### src/rtl/tlb_pkg.sv
package tlb_pkg;
    localparam int BIAS_W = 2;
    typedef logic [BIAS_W-1:0] bias_t;

    // First flat entry of pyramid level lvl for an edge of 2**tex_log2 texels.
    function automatic int level_base(input int tex_log2, input int lvl);
        int acc;
        acc = 0;
        for (int k = 0; k < lvl; k++) begin
            acc += 1 << (2 * (tex_log2 - k));
        end
        return acc;
    endfunction

    function automatic int pyramid_depth(input int tex_log2);
        return level_base(tex_log2, tex_log2 + 1);
    endfunction
endpackage

### src/rtl/tlb_addr_gen.sv
module tlb_addr_gen
    import tlb_pkg::*;
#(
    parameter int TEX_LOG2 = 5,
    parameter int LVL_W    = 3,
    parameter int ADDR_W   = 11
) (
    input  logic [TEX_LOG2-1:0] u,
    input  logic [TEX_LOG2-1:0] v,
    input  logic [LVL_W-1:0]    lvl,
    output logic [ADDR_W-1:0]   addr
);
    localparam int NUM_LVL = TEX_LOG2 + 1;

    logic [ADDR_W-1:0] cand [NUM_LVL];

    // One candidate address per level; the level picks one.
    for (genvar l = 0; l < NUM_LVL; l++) begin : g_lvl
        localparam int BASE   = level_base(TEX_LOG2, l);
        localparam int ROW_SH = TEX_LOG2 - l;
        assign cand[l] = ADDR_W'(BASE)
                       + (ADDR_W'(v >> l) << ROW_SH)
                       + ADDR_W'(u >> l);
    end

    always_comb begin
        addr = cand[0];
        for (int i = 1; i < NUM_LVL; i++) begin
            if (lvl == LVL_W'(i)) addr = cand[i];
        end
    end
endmodule

### src/rtl/tlb_bias_mem.sv
module tlb_bias_mem
    import tlb_pkg::*;
#(
    parameter int DEPTH  = 1365,
    parameter int ADDR_W = 11
) (
    input  logic              clk,
    input  logic              rst_n,
    input  logic              wr_en,
    input  logic [ADDR_W-1:0] wr_addr,
    input  bias_t             wr_data,
    input  logic              rd_en,
    input  logic [ADDR_W-1:0] rd_addr,
    output bias_t             rd_data
);
    bias_t mem [DEPTH];
    bias_t rd_q;

    // Storage array: a read issued at the edge of a write returns the old entry.
    always_ff @(posedge clk) begin
        if (rd_en) rd_q <= mem[rd_addr];
        if (wr_en) mem[wr_addr] <= wr_data;
    end

    assign rd_data = rd_q;

    p_wr_in_range_r2: assert property (@(posedge clk) disable iff (!rst_n)
        wr_en |-> (int'(wr_addr) < DEPTH));

    p_rd_in_range_r3: assert property (@(posedge clk) disable iff (!rst_n)
        rd_en |-> (int'(rd_addr) < DEPTH));
endmodule

### src/rtl/tlb_adjust.sv
module tlb_adjust
    import tlb_pkg::*;
#(
    parameter int TEX_LOG2 = 5,
    parameter int LVL_W    = 3
) (
    input  logic [LVL_W-1:0]    lod_int,
    input  logic [LVL_W-1:0]    max_lvl,
    input  bias_t               bias,
    input  logic [TEX_LOG2-1:0] u,
    input  logic [TEX_LOG2-1:0] v,
    output logic [LVL_W-1:0]    lvl_lo,
    output logic [LVL_W-1:0]    lvl_hi,
    output logic                clamped,
    output logic [TEX_LOG2-1:0] u_lo,
    output logic [TEX_LOG2-1:0] v_lo,
    output logic [TEX_LOG2-1:0] u_hi,
    output logic [TEX_LOG2-1:0] v_hi
);
    localparam int SUM_W = LVL_W + 2;

    logic [SUM_W-1:0] sum;

    always_comb begin
        sum     = SUM_W'(lod_int) + SUM_W'(bias);
        clamped = sum > SUM_W'(max_lvl);
        lvl_lo  = clamped ? max_lvl : sum[LVL_W-1:0];
        lvl_hi  = (lvl_lo < max_lvl) ? lvl_lo + LVL_W'(1) : lvl_lo;
        u_lo    = u >> lvl_lo;
        v_lo    = v >> lvl_lo;
        u_hi    = u >> lvl_hi;
        v_hi    = v >> lvl_hi;
    end
endmodule

### src/rtl/tex_lod_bias_stage.sv
module tex_lod_bias_stage
    import tlb_pkg::*;
#(
    parameter  int TEX_LOG2 = 5,
    parameter  int FRAC_W   = 4,
    localparam int NUM_LVL  = TEX_LOG2 + 1,
    localparam int LVL_W    = $clog2(NUM_LVL),
    localparam int DEPTH    = pyramid_depth(TEX_LOG2),
    localparam int ADDR_W   = $clog2(DEPTH)
) (
    input  logic                clk,
    input  logic                rst_n,
    input  logic                req_valid,
    input  logic [TEX_LOG2-1:0] req_u,
    input  logic [TEX_LOG2-1:0] req_v,
    input  logic [LVL_W-1:0]    req_lod_int,
    input  logic [FRAC_W-1:0]   req_lod_frac,
    input  logic [LVL_W-1:0]    req_max_lvl,
    input  logic                bias_wr_en,
    input  logic [ADDR_W-1:0]   bias_wr_addr,
    input  logic [1:0]          bias_wr_data,
    output logic                out_valid,
    output logic [LVL_W-1:0]    out_lvl_lo,
    output logic [LVL_W-1:0]    out_lvl_hi,
    output logic [FRAC_W-1:0]   out_lod_frac,
    output logic [TEX_LOG2-1:0] out_u_lo,
    output logic [TEX_LOG2-1:0] out_v_lo,
    output logic [TEX_LOG2-1:0] out_u_hi,
    output logic [TEX_LOG2-1:0] out_v_hi,
    output logic                out_clamped
);
    typedef struct packed {
        logic                valid;
        logic [TEX_LOG2-1:0] u;
        logic [TEX_LOG2-1:0] v;
        logic [LVL_W-1:0]    lod_int;
        logic [LVL_W-1:0]    max_lvl;
        logic [FRAC_W-1:0]   frac;
    } s1_t;

    typedef struct packed {
        logic                valid;
        logic [LVL_W-1:0]    lvl_lo;
        logic [LVL_W-1:0]    lvl_hi;
        logic                clamped;
        logic [FRAC_W-1:0]   frac;
        logic [TEX_LOG2-1:0] u_lo;
        logic [TEX_LOG2-1:0] v_lo;
        logic [TEX_LOG2-1:0] u_hi;
        logic [TEX_LOG2-1:0] v_hi;
    } s2_t;

    typedef struct packed {
        s1_t s1;
        s2_t s2;
    } pipe_t;

    pipe_t st_d, st_q;

    logic [LVL_W-1:0]    look_lvl;
    logic [ADDR_W-1:0]   rd_addr;
    bias_t               bias;
    logic [LVL_W-1:0]    adj_lo, adj_hi;
    logic                adj_clamped;
    logic [TEX_LOG2-1:0] adj_u_lo, adj_v_lo, adj_u_hi, adj_v_hi;

    // Lookup level: requested level, never beyond the texture or the pyramid.
    always_comb begin
        look_lvl = req_lod_int;
        if (look_lvl > req_max_lvl)           look_lvl = req_max_lvl;
        if (look_lvl > LVL_W'(TEX_LOG2))      look_lvl = LVL_W'(TEX_LOG2);
    end

    tlb_addr_gen #(
        .TEX_LOG2 (TEX_LOG2),
        .LVL_W    (LVL_W),
        .ADDR_W   (ADDR_W)
    ) u_addr (
        .u    (req_u),
        .v    (req_v),
        .lvl  (look_lvl),
        .addr (rd_addr)
    );

    tlb_bias_mem #(
        .DEPTH  (DEPTH),
        .ADDR_W (ADDR_W)
    ) u_mem (
        .clk     (clk),
        .rst_n   (rst_n),
        .wr_en   (bias_wr_en),
        .wr_addr (bias_wr_addr),
        .wr_data (bias_wr_data),
        .rd_en   (req_valid),
        .rd_addr (rd_addr),
        .rd_data (bias)
    );

    tlb_adjust #(
        .TEX_LOG2 (TEX_LOG2),
        .LVL_W    (LVL_W)
    ) u_adj (
        .lod_int (st_q.s1.lod_int),
        .max_lvl (st_q.s1.max_lvl),
        .bias    (bias),
        .u       (st_q.s1.u),
        .v       (st_q.s1.v),
        .lvl_lo  (adj_lo),
        .lvl_hi  (adj_hi),
        .clamped (adj_clamped),
        .u_lo    (adj_u_lo),
        .v_lo    (adj_v_lo),
        .u_hi    (adj_u_hi),
        .v_hi    (adj_v_hi)
    );

    // Next state: stage 1 holds the request while the bias is read,
    // stage 2 holds the adjusted result.
    always_comb begin
        st_d = st_q;
        st_d.s1.valid = req_valid;
        if (req_valid) begin
            st_d.s1.u       = req_u;
            st_d.s1.v       = req_v;
            st_d.s1.lod_int = req_lod_int;
            st_d.s1.max_lvl = req_max_lvl;
            st_d.s1.frac    = req_lod_frac;
        end
        st_d.s2.valid = st_q.s1.valid;
        if (st_q.s1.valid) begin
            st_d.s2.lvl_lo  = adj_lo;
            st_d.s2.lvl_hi  = adj_hi;
            st_d.s2.clamped = adj_clamped;
            st_d.s2.frac    = st_q.s1.frac;
            st_d.s2.u_lo    = adj_u_lo;
            st_d.s2.v_lo    = adj_v_lo;
            st_d.s2.u_hi    = adj_u_hi;
            st_d.s2.v_hi    = adj_v_hi;
        end
    end

    always_ff @(posedge clk) begin
        if (!rst_n) st_q <= '0;
        else        st_q <= st_d;
    end

    assign out_valid    = st_q.s2.valid;
    assign out_lvl_lo   = st_q.s2.lvl_lo;
    assign out_lvl_hi   = st_q.s2.lvl_hi;
    assign out_lod_frac = st_q.s2.frac;
    assign out_u_lo     = st_q.s2.u_lo;
    assign out_v_lo     = st_q.s2.v_lo;
    assign out_u_hi     = st_q.s2.u_hi;
    assign out_v_hi     = st_q.s2.v_hi;
    assign out_clamped  = st_q.s2.clamped;

    p_latency_r1: assert property (@(posedge clk) disable iff (!rst_n)
        $past(req_valid, 2) |-> out_valid);

    p_no_spurious_r1: assert property (@(posedge clk) disable iff (!rst_n)
        out_valid |-> $past(req_valid, 2));

    p_coarser_r4: assert property (@(posedge clk) disable iff (!rst_n)
        (out_valid && !out_clamped) |-> (out_lvl_lo >= $past(req_lod_int, 2)));

    p_within_max_r5: assert property (@(posedge clk) disable iff (!rst_n)
        out_valid |-> (out_lvl_lo <= $past(req_max_lvl, 2)));

    p_clamp_at_max_r5: assert property (@(posedge clk) disable iff (!rst_n)
        (out_valid && out_clamped) |-> (out_lvl_lo == $past(req_max_lvl, 2)));

    p_coord_scale_r6: assert property (@(posedge clk) disable iff (!rst_n)
        out_valid |-> (out_u_lo == ($past(req_u, 2) >> out_lvl_lo)));

    p_hi_step_r7: assert property (@(posedge clk) disable iff (!rst_n)
        out_valid |-> ((out_lvl_hi == out_lvl_lo) || (out_lvl_hi == out_lvl_lo + LVL_W'(1))));

    p_frac_pass_r8: assert property (@(posedge clk) disable iff (!rst_n)
        out_valid |-> (out_lod_frac == $past(req_lod_frac, 2)));
endmodule

### config.mk
export PLATFORM = sky130hd
export DESIGN_NAME = tex_lod_bias_stage
export DESIGN_NICKNAME = d
export VERILOG_FILES = /design/src/rtl/tlb_pkg.sv /design/src/rtl/tlb_addr_gen.sv /design/src/rtl/tlb_bias_mem.sv /design/src/rtl/tlb_adjust.sv /design/src/rtl/tex_lod_bias_stage.sv
export SDC_FILE = /design/constraint.sdc
export NUM_CORES = 2
export LEC_CHECK = 0
export ABC_AREA = 1
export BUFFER_PORTS_ARGS = -buffer_cell sky130_fd_sc_hd__buf_2
export CORE_MARGIN = 5
export CORE_UTILIZATION = 63
export DETAILED_ROUTE_END_ITERATION = 16
export HOLD_SLACK_MARGIN = 0.05
export PLACE_DENSITY = 0.8
export RECOVER_POWER = 100
export SYNTH_ARGS = -nofsm -noshare
export SYNTH_HDL_FRONTEND = slang
export SYNTH_HIERARCHICAL = 1
export SYNTH_SLANG_ARGS = --single-unit
export TNS_END_PERCENT = 1
### constraint.sdc
create_clock -name clk -period 4.14 [get_ports clk]
set_clock_uncertainty 0.1 [all_clocks]
set_input_delay 0.207 -clock clk [delete_from_list [all_inputs] [get_ports clk]]
set_output_delay 0.207 -clock clk [all_outputs]
set_load 0.01 [all_outputs]
### After elaboration in Yosys (flattened, before gate mapping)

Memories as Yosys holds them, arrays and structs flattened. A register that Yosys moved wholly into a read port is not among the register bits.
Index checks and enable logic that the tools add are counted.

| storage, ports and cells | value |
|---|---|
| bits in registers | 53 |
| RAM bits | 2730 |
| input bits | 37 |
| output and inout bits | 32 |
| word-level logic and storage cells | 51 |
| memories kept | 1 |

Memory list:

| name | depth | width | rd ports | clocked after Yosys merged registers in | wr ports | line | source |
|---|---|---|---|---|---|---|---|
| u_mem.mem | 1365 | 2 | 1 | 1 | 1 | tlb_bias_mem.sv:16 | `bias_t mem [DEPTH];` |

| operators by class | value |
|---|---|
| add/subtract/negate cells | 11 |
| magnitude comparators | 4 |
| eq/ne operators | 5 |
| shift-type cells | 4 |
| multiplexer cells | 11 |

Operator list:

| cell | number |
|---|---|
| $mux 11 | 5 |
| $shr 5x3->5 | 4 |
| $mux 3 | 4 |
| $add 10x5->11 | 1 |
| $add 11x1->11 | 1 |
| $add 11x2->11 | 1 |
| $add 11x2->11 const A | 1 |
| $add 11x3->11 | 1 |
| $add 11x4->11 | 1 |
| $add 11x4->11 const A | 1 |
| $add 11x6->11 const A | 1 |
| $add 11x8->11 const A | 1 |
| $eq 3x2->1 const B | 2 |
| $eq 3x3->1 const B | 2 |
| $gt 5x3->1 | 1 |
| $add 3x2->4 | 1 |
| $add 3x1->3 const B | 1 |
| $eq 3x1->1 const B | 1 |
| $gt 3x3->1 | 1 |
| $gt 3x3->1 const B | 1 |
| $lt 3x3->1 | 1 |
| $mux 1 | 2 |

### Logic depth before layout (Yosys ltp)

| depth | value |
|---|---|
| depth in word-level cells | 10 |
| gate-level depth with buffers | 34 |
| gate-level depth less buffers | 30 |

### Cells and area by module

The synthesis kept the hierarchy.

Modules (own cells, without submodules):

| module | times used | cells each | area each (µm²) | seq. area each (µm²) |
|---|---|---|---|---|
| tlb_bias_mem | 1 | 10542 | 115924.9 | 82038.7 |
| tex_lod_bias_stage | 1 | 276 | 2132.0 | 1061.0 |
| tlb_adjust | 1 | 169 | 1024.7 | 0.0 |
| tlb_addr_gen | 1 | 71 | 386.6 | 0.0 |

### Worst setup path before layout

No wires, ideal clock.

| timing | value |
|---|---|
| path kind | input to register |
| from | in req_max_lvl[2] |
| to | reg u_mem.rd_q[0], in the netlist u_mem/rd_data[0] (read register of u_mem.mem) (data pin) |
| library setup time | 0.253 ns |
| data arrival time | 3.443 ns |
| data required time | 3.787 ns |
| path slack | 0.344 ns |
| stages | 28 |
| buffers on the path | 4 |
| cell sequence | inv_1 -> ha_1 -> a21oi_1 -> nand2_1 -> nand2_1 -> nand2_1 -> nor2_1 -> inv_2 -> nand3_4 -> buf_8 -> nand2_2 -> nand3_1 -> nand2_1 -> a21oi_1 -> buf_4 -> buf_2 -> clkbuf_1 -> nand3_1 -> nand3_1 -> nand3_1 -> nand3_1 -> nand3_1 -> nand3_1 -> nand3_1 -> nand3_1 -> nand3_1 -> nand3_1 -> nand2_1 |

| between the ends | value |
|---|---|
| longest elaborated chain between the ends | 10 |
| elaborated cells on any way between the ends | 14 |
| those cells by class | order compare: 2; eq/ne: 5; mux: 7 |

Ends and longest elaborated chain:

| element | line | source |
|---|---|---|
| start: declaration | tex_lod_bias_stage.sv:18 | `input logic [LVL_W-1:0] req_max_lvl,` |
| $gt 3x3->1 | tex_lod_bias_stage.sv:70 | `if (look_lvl > req_max_lvl) look_lvl = req_max_lvl;` |
| $mux 3 * | tex_lod_bias_stage.sv:70 |  |
| $gt 3x3->1 | tex_lod_bias_stage.sv:71 | `if (look_lvl > LVL_W'(TEX_LOG2)) look_lvl = LVL_W'(TEX_LOG2);` |
| $mux 3 * | tex_lod_bias_stage.sv:71 |  |
| net look_lvl[2] | tex_lod_bias_stage.sv:60 | `logic [LVL_W-1:0] look_lvl;` |
| $eq 3x1->1 | tlb_addr_gen.sv:29 | `if (lvl == LVL_W'(i)) addr = cand[i];` |
| $mux 11 (4 in series) | tlb_addr_gen.sv:29 |  |
| $mux 11 * | tlb_addr_gen.sv:29 |  |
| net rd_addr[1] | tex_lod_bias_stage.sv:61 | `logic [ADDR_W-1:0] rd_addr;` |
| end: declaration | tlb_bias_mem.sv:17 | `bias_t rd_q;` |

The timed path passes the listed nets; every way through them passes the cells marked *.
A chain may end at the register's enable or synchronous reset.

### Final worst setup path

| timing | value |
|---|---|
| from | reg u_mem.rd_q[0], in the netlist u_mem/rd_data[0] (read register of u_mem.mem) |
| to | reg st_q (netlist bit out_v_hi[0]) |

| between the ends | value |
|---|---|
| longest elaborated chain between the ends | 6 |
| elaborated cells on any way between the ends | 7 |
| those cells by class | add/sub: 2; order compare: 2; shift: 1; mux: 2 |

Ends and longest elaborated chain:

| element | line | source |
|---|---|---|
| $add 3x2->4 | tlb_adjust.sv:25 | `sum = SUM_W'(lod_int) + SUM_W'(bias);` |
| $gt 5x3->1 | tlb_adjust.sv:26 | `clamped = sum > SUM_W'(max_lvl);` |
| net adj_clamped | tex_lod_bias_stage.sv:64 | `logic adj_clamped;` |
| $mux 3 | tlb_adjust.sv:27 | `lvl_lo = clamped ? max_lvl : sum[LVL_W-1:0];` |
| net adj_lo[2] | tex_lod_bias_stage.sv:63 | `logic [LVL_W-1:0] adj_lo, adj_hi;` |
| $lt 3x3->1 | tlb_adjust.sv:28 | `lvl_hi = (lvl_lo < max_lvl) ? lvl_lo + LVL_W'(1) : lvl_lo;` |
| $mux 3 | tlb_adjust.sv:28 |  |
| net adj_hi[0] | tex_lod_bias_stage.sv:63 |  |
| $shr 5x3->5 | tlb_adjust.sv:32 | `v_hi = v >> lvl_hi;` |
| net adj_v_hi[0] | tex_lod_bias_stage.sv:65 | `logic [TEX_LOG2-1:0] adj_u_lo, adj_v_lo, adj_u_hi, adj_v_hi;` |
| end signal: assignment | tex_lod_bias_stage.sv:144 | `else st_q <= st_d;` |
| end: declaration | tex_lod_bias_stage.sv:58 | `pipe_t st_d, st_q;` |

The timed path passes the listed nets, and every way through them passes these cells.

==> impl_metrics.json <==
{
  "final_cell_mix": "2732 x edfxtp_1, 2619 x nand2_1, 2434 x nand3_1",
  "final_common_cell": "edfxtp_1",
  "min_period_ns": 4.08,
  "combPwrFrac_pct": 28.3,
  "area_delta_synth_final_pct": 12.5,
  "max_cap_violations": 3,
  "critPathArrivalTime_ns": 4.78,
  "final_nets": 11200,
  "antenna_found_initial": 13,
  "grt-ovfl-total": 0,
  "async_flop_share_pct": 0,
  "ys_types": 48,
  "crit_cells": 23,
  "die_h_um": 445,
  "cts_tree": "yes",
  "fmax_mhz": 245,
  "outcome": "finished, violations left",
  "grt_setup_unrepaired": "yes",
  "hpwl_mm": 199,
  "syn_nets": 11100,
  "yosys_register_bits": 2785,
  "synth.avg_cell_area_um2": 10.8,
  "clockBufferDepth": 4,
  "p_leak_nw": 46.6,
  "start_util_pct": 63.5,
  "numCtsBuffers": 289,
  "drive_above_1_share_pct": 9.53,
  "slew_headroom_pct": -92.0,
  "required_ns": 4.84,
  "fillers": 11900,
  "htreeDepth": 5,
  "die-width_um": 445,
  "grt_pass1_vias": 87700,
  "p_sw_w": 0.0252,
  "drt-total-wl_mm": 358,
  "finalPower_w": 0.0776,
  "core_area_mm2": 0.188,
  "p_int_w": 0.0524,
  "cp_max_fo": 13,
  "grt_use_total_pct": 35.3,
  "switching_share_pct": 32.5,
  "drc": 0,
  "reg2reg_depth": 23,
  "synth.area.top_cells": "edfxtp_1 69%, nand3_1 10%, nand2_1 8.3%, nor2_1 5.3%, buf_2 1.4%",
  "final_core_util_pct": 71.4,
  "syn_area_mm2": 0.119,
  "ir_worst_vdd_uv": 491,
  "crit_type": "reg2reg",
  "synth_top_area_share_pct": 68.7,
  "io_pins": 69,
  "root_buffer": "clkbuf_16",
  "rows": 159,
  "critPathMaxStageDelay_ns": 0.61,
  "finalCritPeriodShare_pct": 98.4,
  "first_pass_iters": 9,
  "vias_per_cell": 6.54,
  "hold_viol_final": 0,
  "synth_enable_flop_cells": 2732,
  "cpMaxStageDelayCell": "edfxtp_1",
  "start_kind": "flip-flop",
  "setup_violations": 0,
  "insertion_delay_ns": 0.95,
  "die_area_mm2": 0.198,
  "clock-sinks": 2785,
  "yosysSeqAreaShare_pct": 69.6,
  "clk_pin_slew_ns": 0.06,
  "cpLargestDelayFamily": "adder cells",
  "grt_pass1_wl_mm": 526,
  "drt-initial-drc-count": 15000,
  "ant_nets": 0,
  "grt_max_degree": 157,
  "p_clk_share_pct": 31.6,
  "hold_depth": 3,
  "num_vias": 90300,
  "end_kind": "flip-flop",
  "yosysWarnings": 6,
  "synth_flop_cell": "edfxtp_1",
  "hold_path.class": "in2reg",
  "crit_path_cell_trace": "ha_2 -> fa_2 -> xnor2_4 -> inv_2 -> ha_4 -> nand3_1 -> nand2_2 -> nand2_4 -> nand2_8 -> nand2_4 -> nand2_2 -> inv_2 -> ha_4 -> a21oi_4 -> buf_6 -> nand3_4 -> nand2_8 -> buf_4 -> nor2_2 -> nand2_1 -> nand3_2 -> nor2_2 -> nor2_1",
  "placedInstanceArea_mm2": 0.125,
  "power_density_mw_per_mm2": 577,
  "worst_pin_slew_ns": 2.88,
  "path_buf_inv": 4,
  "seqPwrFrac_pct": 40.1,
  "slew_viol_final": 206,
  "final_cell_area_mm2": 0.134,
  "yosysTopAreaCell": "edfxtp_1",
  "io_buffers": 68,
  "violations": "max-capacitance violations, max-slew violations",
  "globalplace.congestion": 0.907,
  "wl_per_cell_um": 25.9,
  "netlist_instances": 11100
}
[Yosys cell counts (all sizes together) (23+ instances only)]
| cell type | count |
|---|---|
| nor3 | 23 |
| buf | 645 |
| o21ai | 259 |
| dfxtp | 53 |
| nor2 | 1685 |
| clkbuf | 262 |
| nand2 | 2684 |
| inv | 108 |
| nand3 | 2452 |
| edfxtp | 2732 |
| a21oi | 36 |
| o22ai | 81 |
[path summary, 6_finish.rpt]
path                        endpoint              from  slack, ns
setup / recovery         out_v_hi[0]  u_mem/rd_data[0]       0.06
setup reg to reg         out_v_hi[0]  u_mem/rd_data[0]       0.06
hold reg to reg          out_v_lo[1]       out_v_lo[1]       0.39
hold / removal    u_mem/mem[1003][0]        bias_wr_en       0.14
[flip-flops by register name, summed over array words and instances, names as in the netlist]
register,count
out_valid,1
u_mem/mem,2730
out_v_hi,5
out_lod_frac,4
out_u_hi,5
out_lvl_lo,3
out_v_lo,5
out_lvl_hi,3
u_mem/rd_data,2
st_q,20
out_clamped,1
out_u_lo,5
st_d,1
[logic make-up (layout without fill, tap and decap cells)]
logic type	count (synthesis)	after routing	share of synthesized area (%)
AND/OR/NAND/NOR	6852	6852	24.3
flip-flops	2785	2785	69.6
buffers and inverters	1018	1258	4.20
AO/OA/AOI/OAI	390	390	1.78
adder cells (fa/ha/maj)	12	12	0.132
XOR/XNOR	1	1	0.00733
other	0	15	0
[power by group through the flow]
stage               clock network (W)  registers (W)  logic (W)
floorplan                           0         0.0316     0.0130
global placement                    0         0.0317     0.0199
detailed placement                  0         0.0317     0.0205
CTS                            0.0246         0.0311     0.0209
global route                   0.0258         0.0311     0.0232
finish                         0.0245         0.0311     0.0220
[timing repair]
action | CTS | global route
gates cloned | 0 | 3
setup buffers | 2 | 3
pin swaps | 4 | 9
hold endpoints to repair | 729 | 0
endpoints found under the setup margin | 9 | 12
hold buffers | 81 | 0
gates resized for setup | 3 | 35
[worst reg2reg max path: stages, from the launching register on]
cell and delay [ns]:
edfxtp_1 0.61, ha_2 0.33, fa_2 0.41, xnor2_4 0.20, inv_2 0.08, ha_4 0.28
nand3_1 0.09, nand2_2 0.09, nand2_4 0.08, nand2_8 0.11, nand2_4 0.06, nand2_2 0.08
inv_2 0.05, ha_4 0.22, a21oi_4 0.27, buf_6 0.15, nand3_4 0.11, nand2_8 0.14
buf_4 0.14, nor2_2 0.04, nand2_1 0.07, nand3_2 0.07, nor2_2 0.12, nor2_1 0.06
[per-layer routing]
layer	global-route usage, %	part of all wire (%)	up-vias	routed length (um)
met4	23.3	8.1	8	28900
met2	54.5	45	7358	162000
met1	44.5	32	42700	114000
li1	-	-	38500	-
met5	0	0.017	-	61
met3	9.19	15	1735	53100
[stage by stage]
step	hold WS [ns]	instances	setup slack (ns)	TNS, ns
floorplan	0.206	11100	0.344	0
global route	0.0897	13800	-0.0211	-0.0785
CTS	0.0569	13800	0.0304	0
detailed placement	0.346	13200	-0.834	-2.13
finish	0.135	13800	0.0642	0
global placement	0.332	13200	-0.863	-1.60
[area by class of cell]
type	instances	area, um2	area share, %
Antenna cell	15	37.5	0.0279
Clock buffer	363	7720	5.74
Clock inverter	125	1000	0.746
Inverter	111	479	0.357
Multi-Input combinational cell	7255	31800	23.7
Sequential cell	2785	83100	61.8
Tap cell	2495	3120	2.32
Timing Repair Buffer	657	7090	5.27
Timing Repair inverter	2	22.5	0.0168
(Power assumes the default switching activity.)
